`src/rtl/cq_pkg.sv`:
```
package cq_pkg;

  typedef enum logic [1:0] {
    ST_IDLE,
    ST_FETCH,
    ST_ISSUE,
    ST_WAIT
  } cq_state_e;

  localparam logic [1:0] SEL_CTRL = 2'd0;
  localparam logic [1:0] SEL_BASE = 2'd1;
  localparam logic [1:0] SEL_WPTR = 2'd2;

  localparam int ENTRY_SHIFT  = 5;    // 32-byte entries
  localparam int PAGE_ENTRIES = 128;  // 4096 / 32

  // codes that need the external handler; everything else retires at once
  function automatic logic needs_handler(input logic [7:0] code);
    case (code)
      8'h03, 8'h04, 8'h08, 8'h09, 8'h0A,
      8'h0B, 8'h0C, 8'h0D, 8'h0F: return 1'b1;
      default:                    return 1'b0;
    endcase
  endfunction

  function automatic int unsigned ring_entries(input int unsigned size_f);
    return (size_f + 1) * PAGE_ENTRIES;
  endfunction

  function automatic int unsigned ring_next(input int unsigned idx,
                                            input int unsigned cnt);
    return (idx + 1 >= cnt) ? 0 : idx + 1;
  endfunction

  function automatic logic [63:0] entry_addr(input logic [63:0] base,
                                             input int unsigned idx);
    return base + (64'(idx) << ENTRY_SHIFT);
  endfunction

endpackage

```
`src/rtl/cq_regs.sv`:
```
module cq_regs
  import cq_pkg::*;
#(
  parameter int ADDR_W = 48,
  parameter int SIZE_W = 8,
  localparam int OFF_W = SIZE_W + 7
) (
  input  logic              clk,
  input  logic              rst_n,
  input  logic              cfg_we,
  input  logic [1:0]        cfg_sel,
  input  logic [63:0]       cfg_wdata,
  input  logic              adv_i,
  input  logic              stall_i,
  output logic              en_o,
  output logic              stalled_o,
  output logic [OFF_W-1:0]  rd_idx_o,
  output logic [OFF_W-1:0]  wr_idx_o,
  output logic [ADDR_W-1:0] base_o,
  output logic              go_o
);

  logic                en_q, stall_q;
  logic [OFF_W-1:0]    rd_q, wr_q;
  logic [SIZE_W-1:0]   size_q;
  logic [ADDR_W-13:0]  page_q;
  logic [OFF_W:0]      cnt;
  logic [OFF_W-1:0]    rd_nxt;

  // named write events
  logic ctrl_wr, base_wr, base_wr_taken, wptr_wr;
  assign ctrl_wr       = cfg_we && (cfg_sel == SEL_CTRL);
  assign base_wr       = cfg_we && (cfg_sel == SEL_BASE);
  assign base_wr_taken = base_wr && !en_q;
  assign wptr_wr       = cfg_we && (cfg_sel == SEL_WPTR);

  assign cnt    = (OFF_W+1)'(ring_entries(32'(size_q)));
  assign rd_nxt = OFF_W'(ring_next(32'(rd_q), 32'(cnt)));

  always_ff @(posedge clk or negedge rst_n) begin
    if (!rst_n) begin
      en_q    <= 1'b0;
      stall_q <= 1'b0;
      rd_q    <= '0;
      wr_q    <= '0;
      size_q  <= '0;
      page_q  <= '0;
    end else begin
      if (adv_i)   rd_q    <= rd_nxt;
      if (stall_i) stall_q <= 1'b1;
      // software writes take priority over the engine's update
      if (ctrl_wr) begin
        en_q <= cfg_wdata[0];
        if (cfg_wdata[0]) begin
          rd_q    <= '0;
          stall_q <= 1'b0;
        end
      end
      if (base_wr_taken) begin
        size_q  <= cfg_wdata[SIZE_W-1:0];
        page_q  <= cfg_wdata[ADDR_W-1:12];
        rd_q    <= '0;
        wr_q    <= '0;
        stall_q <= 1'b0;
      end
      if (wptr_wr) wr_q <= cfg_wdata[OFF_W+4:5];
    end
  end

  assign en_o      = en_q;
  assign stalled_o = stall_q;
  assign rd_idx_o  = rd_q;
  assign wr_idx_o  = wr_q;
  assign base_o    = {page_q, 12'h000};
  assign go_o      = en_q && !stall_q && (rd_q != wr_q) &&
                     ({1'b0, rd_q} < cnt) && ({1'b0, wr_q} < cnt);

  AST_BASE_LOCK: assert property (@(posedge clk) disable iff (!rst_n)
    (base_wr && en_q) |=> $stable(base_o));
  AST_BASE_CLEARS: assert property (@(posedge clk) disable iff (!rst_n)
    (base_wr_taken && !adv_i) |=> (rd_q == '0 && wr_q == '0 && !stall_q));
  AST_STALL_STICKY: assert property (@(posedge clk) disable iff (!rst_n)
    (stall_q && !cfg_we) |=> stall_q);
  AST_STALL_FREEZE: assert property (@(posedge clk) disable iff (!rst_n)
    (stall_q && !cfg_we) |=> $stable(rd_q));

endmodule

```
`src/rtl/cq_fsm.sv`:
```
module cq_fsm
  import cq_pkg::*;
#(
  parameter int ADDR_W = 48,
  parameter int OFF_W  = 15
) (
  input  logic              clk,
  input  logic              rst_n,
  input  logic              go_i,
  input  logic [ADDR_W-1:0] base_i,
  input  logic [OFF_W-1:0]  rd_idx_i,
  output logic              mem_req,
  output logic [ADDR_W-1:0] mem_addr,
  input  logic              mem_rvalid,
  input  logic              mem_err,
  input  logic [63:0]       mem_rdata,
  output logic              cmd_valid,
  input  logic              cmd_ready,
  output logic [7:0]        cmd_code,
  output logic [ADDR_W-1:0] cmd_addr,
  input  logic              cmd_done,
  input  logic              cmd_ok,
  output logic              adv_o,
  output logic              stall_o
);

  cq_state_e         state_q;
  logic [ADDR_W-1:0] addr_q;
  logic [7:0]        code_q;
  logic [ADDR_W-1:0] cur_addr;

  assign cur_addr = ADDR_W'(entry_addr(64'(base_i), 32'(rd_idx_i)));

  // named events
  logic fetch_done, fetch_ok, fetch_local, issue_hs, cmd_finish;
  assign fetch_done  = (state_q == ST_FETCH) && mem_rvalid;
  assign fetch_ok    = fetch_done && !mem_err;
  assign fetch_local = fetch_ok && !needs_handler(mem_rdata[7:0]);
  assign issue_hs    = (state_q == ST_ISSUE) && cmd_ready;
  assign cmd_finish  = (state_q == ST_WAIT) && cmd_done;

  assign adv_o   = fetch_local || (cmd_finish && cmd_ok);
  assign stall_o = (fetch_done && mem_err) || (cmd_finish && !cmd_ok);

  always_ff @(posedge clk or negedge rst_n) begin
    if (!rst_n) begin
      state_q <= ST_IDLE;
      addr_q  <= '0;
      code_q  <= '0;
    end else begin
      case (state_q)
        ST_IDLE:  if (go_i) begin
                    addr_q  <= cur_addr;
                    state_q <= ST_FETCH;
                  end
        ST_FETCH: if (fetch_done) begin
                    code_q  <= mem_rdata[7:0];
                    state_q <= (fetch_ok && !fetch_local) ? ST_ISSUE : ST_IDLE;
                  end
        ST_ISSUE: if (issue_hs)   state_q <= ST_WAIT;
        ST_WAIT:  if (cmd_finish) state_q <= ST_IDLE;
        default:  state_q <= ST_IDLE;
      endcase
    end
  end

  assign mem_req   = (state_q == ST_FETCH);
  assign mem_addr  = addr_q;
  assign cmd_valid = (state_q == ST_ISSUE);
  assign cmd_code  = code_q;
  assign cmd_addr  = addr_q;

  AST_FETCH_ADDR: assert property (@(posedge clk) disable iff (!rst_n)
    mem_req |-> (mem_addr == cur_addr));
  AST_ISSUE_HOLD: assert property (@(posedge clk) disable iff (!rst_n)
    (cmd_valid && !cmd_ready) |=> (cmd_valid && $stable(cmd_code) && $stable(cmd_addr)));
  AST_FETCH_NEEDS_GO: assert property (@(posedge clk) disable iff (!rst_n)
    $rose(mem_req) |-> $past(go_i));

endmodule

```
`src/rtl/cmdq_consumer.sv`:
```
module cmdq_consumer
  import cq_pkg::*;
#(
  parameter int ADDR_W = 48,
  parameter int SIZE_W = 8
) (
  input  logic              clk,
  input  logic              rst_n,
  input  logic              cfg_we,
  input  logic [1:0]        cfg_sel,
  input  logic [63:0]       cfg_wdata,
  output logic              q_enabled,
  output logic [31:0]       rd_reg,
  output logic [31:0]       wr_reg,
  output logic              mem_req,
  output logic [ADDR_W-1:0] mem_addr,
  input  logic              mem_rvalid,
  input  logic              mem_err,
  input  logic [63:0]       mem_rdata,
  output logic              cmd_valid,
  input  logic              cmd_ready,
  output logic [7:0]        cmd_code,
  output logic [ADDR_W-1:0] cmd_addr,
  input  logic              cmd_done,
  input  logic              cmd_ok
);

  localparam int OFF_W = SIZE_W + 7;

  logic              adv, stall, stalled, go;
  logic [OFF_W-1:0]  rd_idx, wr_idx;
  logic [ADDR_W-1:0] base;

  cq_regs #(.ADDR_W(ADDR_W), .SIZE_W(SIZE_W)) u_regs (
    .clk(clk), .rst_n(rst_n),
    .cfg_we(cfg_we), .cfg_sel(cfg_sel), .cfg_wdata(cfg_wdata),
    .adv_i(adv), .stall_i(stall),
    .en_o(q_enabled), .stalled_o(stalled),
    .rd_idx_o(rd_idx), .wr_idx_o(wr_idx),
    .base_o(base), .go_o(go)
  );

  cq_fsm #(.ADDR_W(ADDR_W), .OFF_W(OFF_W)) u_fsm (
    .clk(clk), .rst_n(rst_n),
    .go_i(go), .base_i(base), .rd_idx_i(rd_idx),
    .mem_req(mem_req), .mem_addr(mem_addr),
    .mem_rvalid(mem_rvalid), .mem_err(mem_err), .mem_rdata(mem_rdata),
    .cmd_valid(cmd_valid), .cmd_ready(cmd_ready),
    .cmd_code(cmd_code), .cmd_addr(cmd_addr),
    .cmd_done(cmd_done), .cmd_ok(cmd_ok),
    .adv_o(adv), .stall_o(stall)
  );

  assign rd_reg = 32'({rd_idx, 5'b00000}) | {31'b0, stalled};
  assign wr_reg = 32'({wr_idx, 5'b00000});

  AST_FETCH_ENABLED: assert property (@(posedge clk) disable iff (!rst_n)
    $rose(mem_req) |-> $past(q_enabled));
  AST_FETCH_HAS_WORK: assert property (@(posedge clk) disable iff (!rst_n)
    mem_req |-> (rd_idx != wr_idx));

endmodule

```
`config.mk`:
```
export PLATFORM = sky130hd
export DESIGN_NAME = cmdq_consumer
export DESIGN_NICKNAME = d
export VERILOG_FILES = /design/src/rtl/cq_pkg.sv /design/src/rtl/cq_regs.sv /design/src/rtl/cq_fsm.sv /design/src/rtl/cmdq_consumer.sv
export SDC_FILE = /design/constraint.sdc
export NUM_CORES = 1
export LEC_CHECK = 0
export CAP_MARGIN = 20
export CELL_PAD_IN_SITES_DETAIL_PLACEMENT = 1
export CELL_PAD_IN_SITES_GLOBAL_PLACEMENT = 1
export CORE_MARGIN = 1.5
export CORE_UTILIZATION = 30
export DETAILED_ROUTE_END_ITERATION = 12
export PLACE_DENSITY = 0.89
export SETUP_SLACK_MARGIN = 0.15
export SYNTH_ARGS = -nofsm -noshare
export SYNTH_HDL_FRONTEND = slang
export SYNTH_HIERARCHICAL = 1
export SYNTH_SLANG_ARGS = --single-unit
```
`constraint.sdc`:
```
create_clock -name clk -period 3.2 [get_ports clk]
set_input_delay 0.64 -clock clk [delete_from_list [all_inputs] [get_ports clk]]
set_output_delay 0.64 -clock clk [all_outputs]
set_load 0.02 [all_outputs]
```
==> summary.md <==
| Metric | Value |
|---|---|
| Ranking of synthesized cells by area | dfrtp_1, buf_4, mux2_2, ha_1, xor2_1 |
| Tcrit/Tclk final | 98.5% |
| Total track usage | 19.5% |
| Clock skew | 0.0140 ns |
| Htree depth | 4 |
| Post-synth EDFFs | 0 |
| RSZ-0062 raised after global routing | yes |
| CTS clk-pin slew, worst paths | 0.07 ns |
| Min-Delay Path Class | in -> async |
| CP Launch Type | flop |
| Critical Path Sink Type | flop |
| TritonRoute pass-1 iters | 5 |
| Post-synth ARST share | 100% |
| Cts bufs inserted | 17 |
| Gpl congestion | 0.842 |
| Placement Setup Slack | -0.0678 ns |
| Reg-to-reg slack, setup | 0.05 ns |
| Gr ovfl total | 0 |
| Layout cells sized above 1 | 23.5% |
| Die height | 169 µm |
| # IOs | 309 |
| CTS tree | yes |
| CP required | 3.53 ns |
| Vias | 7089 |
| Crit Path Class | reg -> reg |
| Layout overhead on the synthesized area | 43.3% |
| Synth area leader | dfrtp_1 |
| Worst-Skew Late Latency | 0.43 ns |
| Slowest stage delay, CP | 0.41 ns |
| Most common cell after layout, fill and taps aside | clkdlybuf4s50_1 |
| Pin count of the biggest net entering global routing | 78 |
| Die area | 0.0285 mm² |
| Syn Area/Cell | 9.92 µm² |
| Worst VDD drop | 0.364 mV |
| Outcome | complete, no violations |
| Worst-Margin Slew | 0.794 ns |
| Power density over cell area | 832 mW/mm² |
| Peak Freq | 317 MHz |
| Die W | 169 µm |
| Final non-filler cell total | 1394 |
| Post-DP HPWL | 18.7 mm |
| Syn Std Cell Area | 0.00824 mm² |
| Most frequent cells in the layout | clkdlybuf4s50_1, dfrtp_1, nand2_1, buf_4, mux2_2 |
| Area of placed instances | 0.0104 mm² |
| Worst-path cell chain | and2_1 -> and4_4 -> nand4_1 -> xnor2_1 -> ha_1 -> a211oi_2 -> nor2_2 -> a2111oi_4 -> buf_6 -> buf_4 -> nand3_1 -> a31oi_1 |
| RR Endpoint | u_regs/rd_idx_o[5]$_DFF_PN0_ |
| FF-to-FF path depth | 12 |
| Syn Inst Count | 830 |
| Routed len/inst | 20.9 µm |
| Critical Path Slowest Stage Cell | dfrtp_2 |
| Clk pwr share | 19.7% |
| Synthesized flop and latch total | 134 |
| Tot Pwr | 9.82 mW |
| Arr. time, crit path | 3.49 ns |
| Starting density of the core | 30.6% |
| Max clock buf depth | 2 |
| Nets@finish | 1219 |
| Seq pwr share | 28.9% |
| Antenna-violating nets left | 0 |
| CORE AREA | 0.0270 mm² |
| Leak pwr | 5.10 nW |
| Top_reg_cell synth | dfrtp_1 |
| Cell Rows | 60 |
| Sw Pwr | 4.02 mW |
| Initial antenna violation count | 0 |
| Fin. Hold Viols | 0 |
| Max FO, Critical Path | 6 |
| Top cell type's share of synthesized area | 40.7% |
| YS warnings | 6 |
| DR vias/cell | 5.09 |
| Final hold slack | 0.234 ns |
| Vias in the first global route | 7457 |
| I/O Buffers | 203 |
| Routed WL | 29.1 mm |
| Internal power | 5.80 mW |
| Finished Cell Area | 0.0118 mm² |
| Setup_tns | 0 ns |
| Comb pwr share | 51.4% |
| Post-route core utilization | 43.8% |
| Slew margin rel. | 47.1% |
| Fin worst setup slack | 0.0481 ns |
| Max cap viols | 0 |
| Fin crit period | 3.15 ns |
| Post-synthesis cell type count | 59 |
| RR Startpoint | u_regs/rd_idx_o[4]$_DFF_PN0_ |
| CTS sink count | 134 |
| DR DRC count | 0 |
| Initial drt markers | 401 |
| Max Slew Vio Count | 0 |
| Clock Tree Root | clkbuf_16 |
| Switching share of power | 41.0% |
| # fillers | 2927 |
| Final Setup Violations | 0 |
| Placed Instances | 1331 |
| N_diodes | 0 |
| First-pass GRT wire length | 42.4 mm |
| Post-synthesis sequential area ratio | 40.7% |
[critical path: cells and delay by family, from the launching register on]
kind / cells / cell delay (ns)
xor+xnor: 1 / 0.32
compound gates: 3 / 0.79
flops: 1 / 0.41
fa+ha+maj: 1 / 0.32
simple gates: 5 / 0.90
buf+inv: 2 / 0.34
[cell type report]
cell class                      instances  area, µm²  area share [%]
Clock buffer                           17        425            3.60
Clock inverter                         15        151            1.28
Inverter                               16       60.1           0.509
Multi-Input combinational cell        591       4480            38.0
Sequential cell                       134       3360            28.4
Tap cell                              341        427            3.61
Timing Repair Buffer                  280       2900            24.6
[cell families (layout without fill, tap and decap cells)]
logic type      count (synthesis)  count (layout)  share of synthesized area (%)
mux                            52              52                           7.11
xor+xnor                       72              72                           7.66
fa+ha+maj                      41              41                           6.32
buf+inv                       149             328                           11.3
flops                         134             134                           40.7
simple gates                  207             207                           12.8
compound gates                173             174                           14.0
other cells                     2              45                         0.0912
[routing by layer]
metal,routed length (µm),up-vias,global-route usage (%)
met5,0,-,0
met1,12200,3570,23.6
met3,1270,47,3.90
li1,-,3221,-
met4,588,0,5.63
met2,15100,251,35.0
[timing repair]
item                       CTS  global route
cloned                       9             3
resized for setup           79            47
setup endpoints to repair   60            64
pin swaps                   13            26
hold buffers                 0             0
buffers inserted            10             9
[power groups by stage]
stage	combinational, mW	clock, mW	sequential, mW
floorplan	2.13	0	3.17
global placement	4.03	0	2.80
detailed placement	4.16	0	2.85
CTS	4.81	1.98	2.84
global route	5.36	2.05	2.93
finish	5.04	1.94	2.84
[synthesized netlist by cell type (2+ instances only)]
library cell and instances:
and4_4 3, inv_1 16, o21ai_2 2, o21bai_1 3, clkbuf_1 25, and2_1 5
nand3_1 15, o211ai_1 13, nand3b_1 2, and4_1 3, a211oi_1 6, o2111ai_1 13
nor3_1 9, dfrtp_1 134, o21a_1 5, nor3b_1 2, ha_1 40, a21oi_2 2
mux2_2 51, a31oi_1 6, nand4_1 13, conb_1 2, xor2_1 53, buf_2 14
nor4_1 3, or4_1 2, nand3_2 2, o21ai_1 10, o21ai_0 60, nand2_1 91
nor2b_1 11, and3_1 9, and3_2 3, a22o_1 16, or3_1 3, nand2b_1 8
a21oi_1 22, a21o_1 4, nor2_1 18, buf_4 94, xnor2_1 19
[worst max path at each step]
stage,start,endpoint,slack [ns],cells past startpoint
after global placement,u_regs/size_q[3]$_DFFE_PN0P_,u_fsm/cmd_addr[19]$_DFFE_PN0P_,0.03,13
after global routing,u_regs/size_q[0]$_DFFE_PN0P_,u_fsm/cmd_addr[16]$_DFFE_PN0P_,-0.04,15
after CTS,u_regs/size_q[2]$_DFFE_PN0P_,u_fsm/cmd_addr[2]$_DFFE_PN0P_,0.07,15
after floorplan,u_regs/size_q[2]$_DFFE_PN0P_,u_fsm/cmd_addr[12]$_DFFE_PN0P_,0.13,15
final,u_regs/rd_idx_o[4]$_DFF_PN0_,u_regs/rd_idx_o[5]$_DFF_PN0_,0.05,12
after detailed placement,u_regs/size_q[2]$_DFFE_PN0P_,u_fsm/cmd_addr[32]$_DFFE_PN0P_,-0.07,13
[flip-flops by register name (all words and copies together), names as in the netlist, named ones only]
register	cells
u_fsm/state_q	1
u_regs/page_q	36
u_regs/wr_idx_o	15
u_fsm/cmd_code	8
u_regs/size_q	8
u_regs/en_o	1
u_regs/rd_idx_o	15
u_fsm/cmd_addr	48
u_regs/stalled_o	1
No activity file was read; power rests on OpenSTA's default activity.
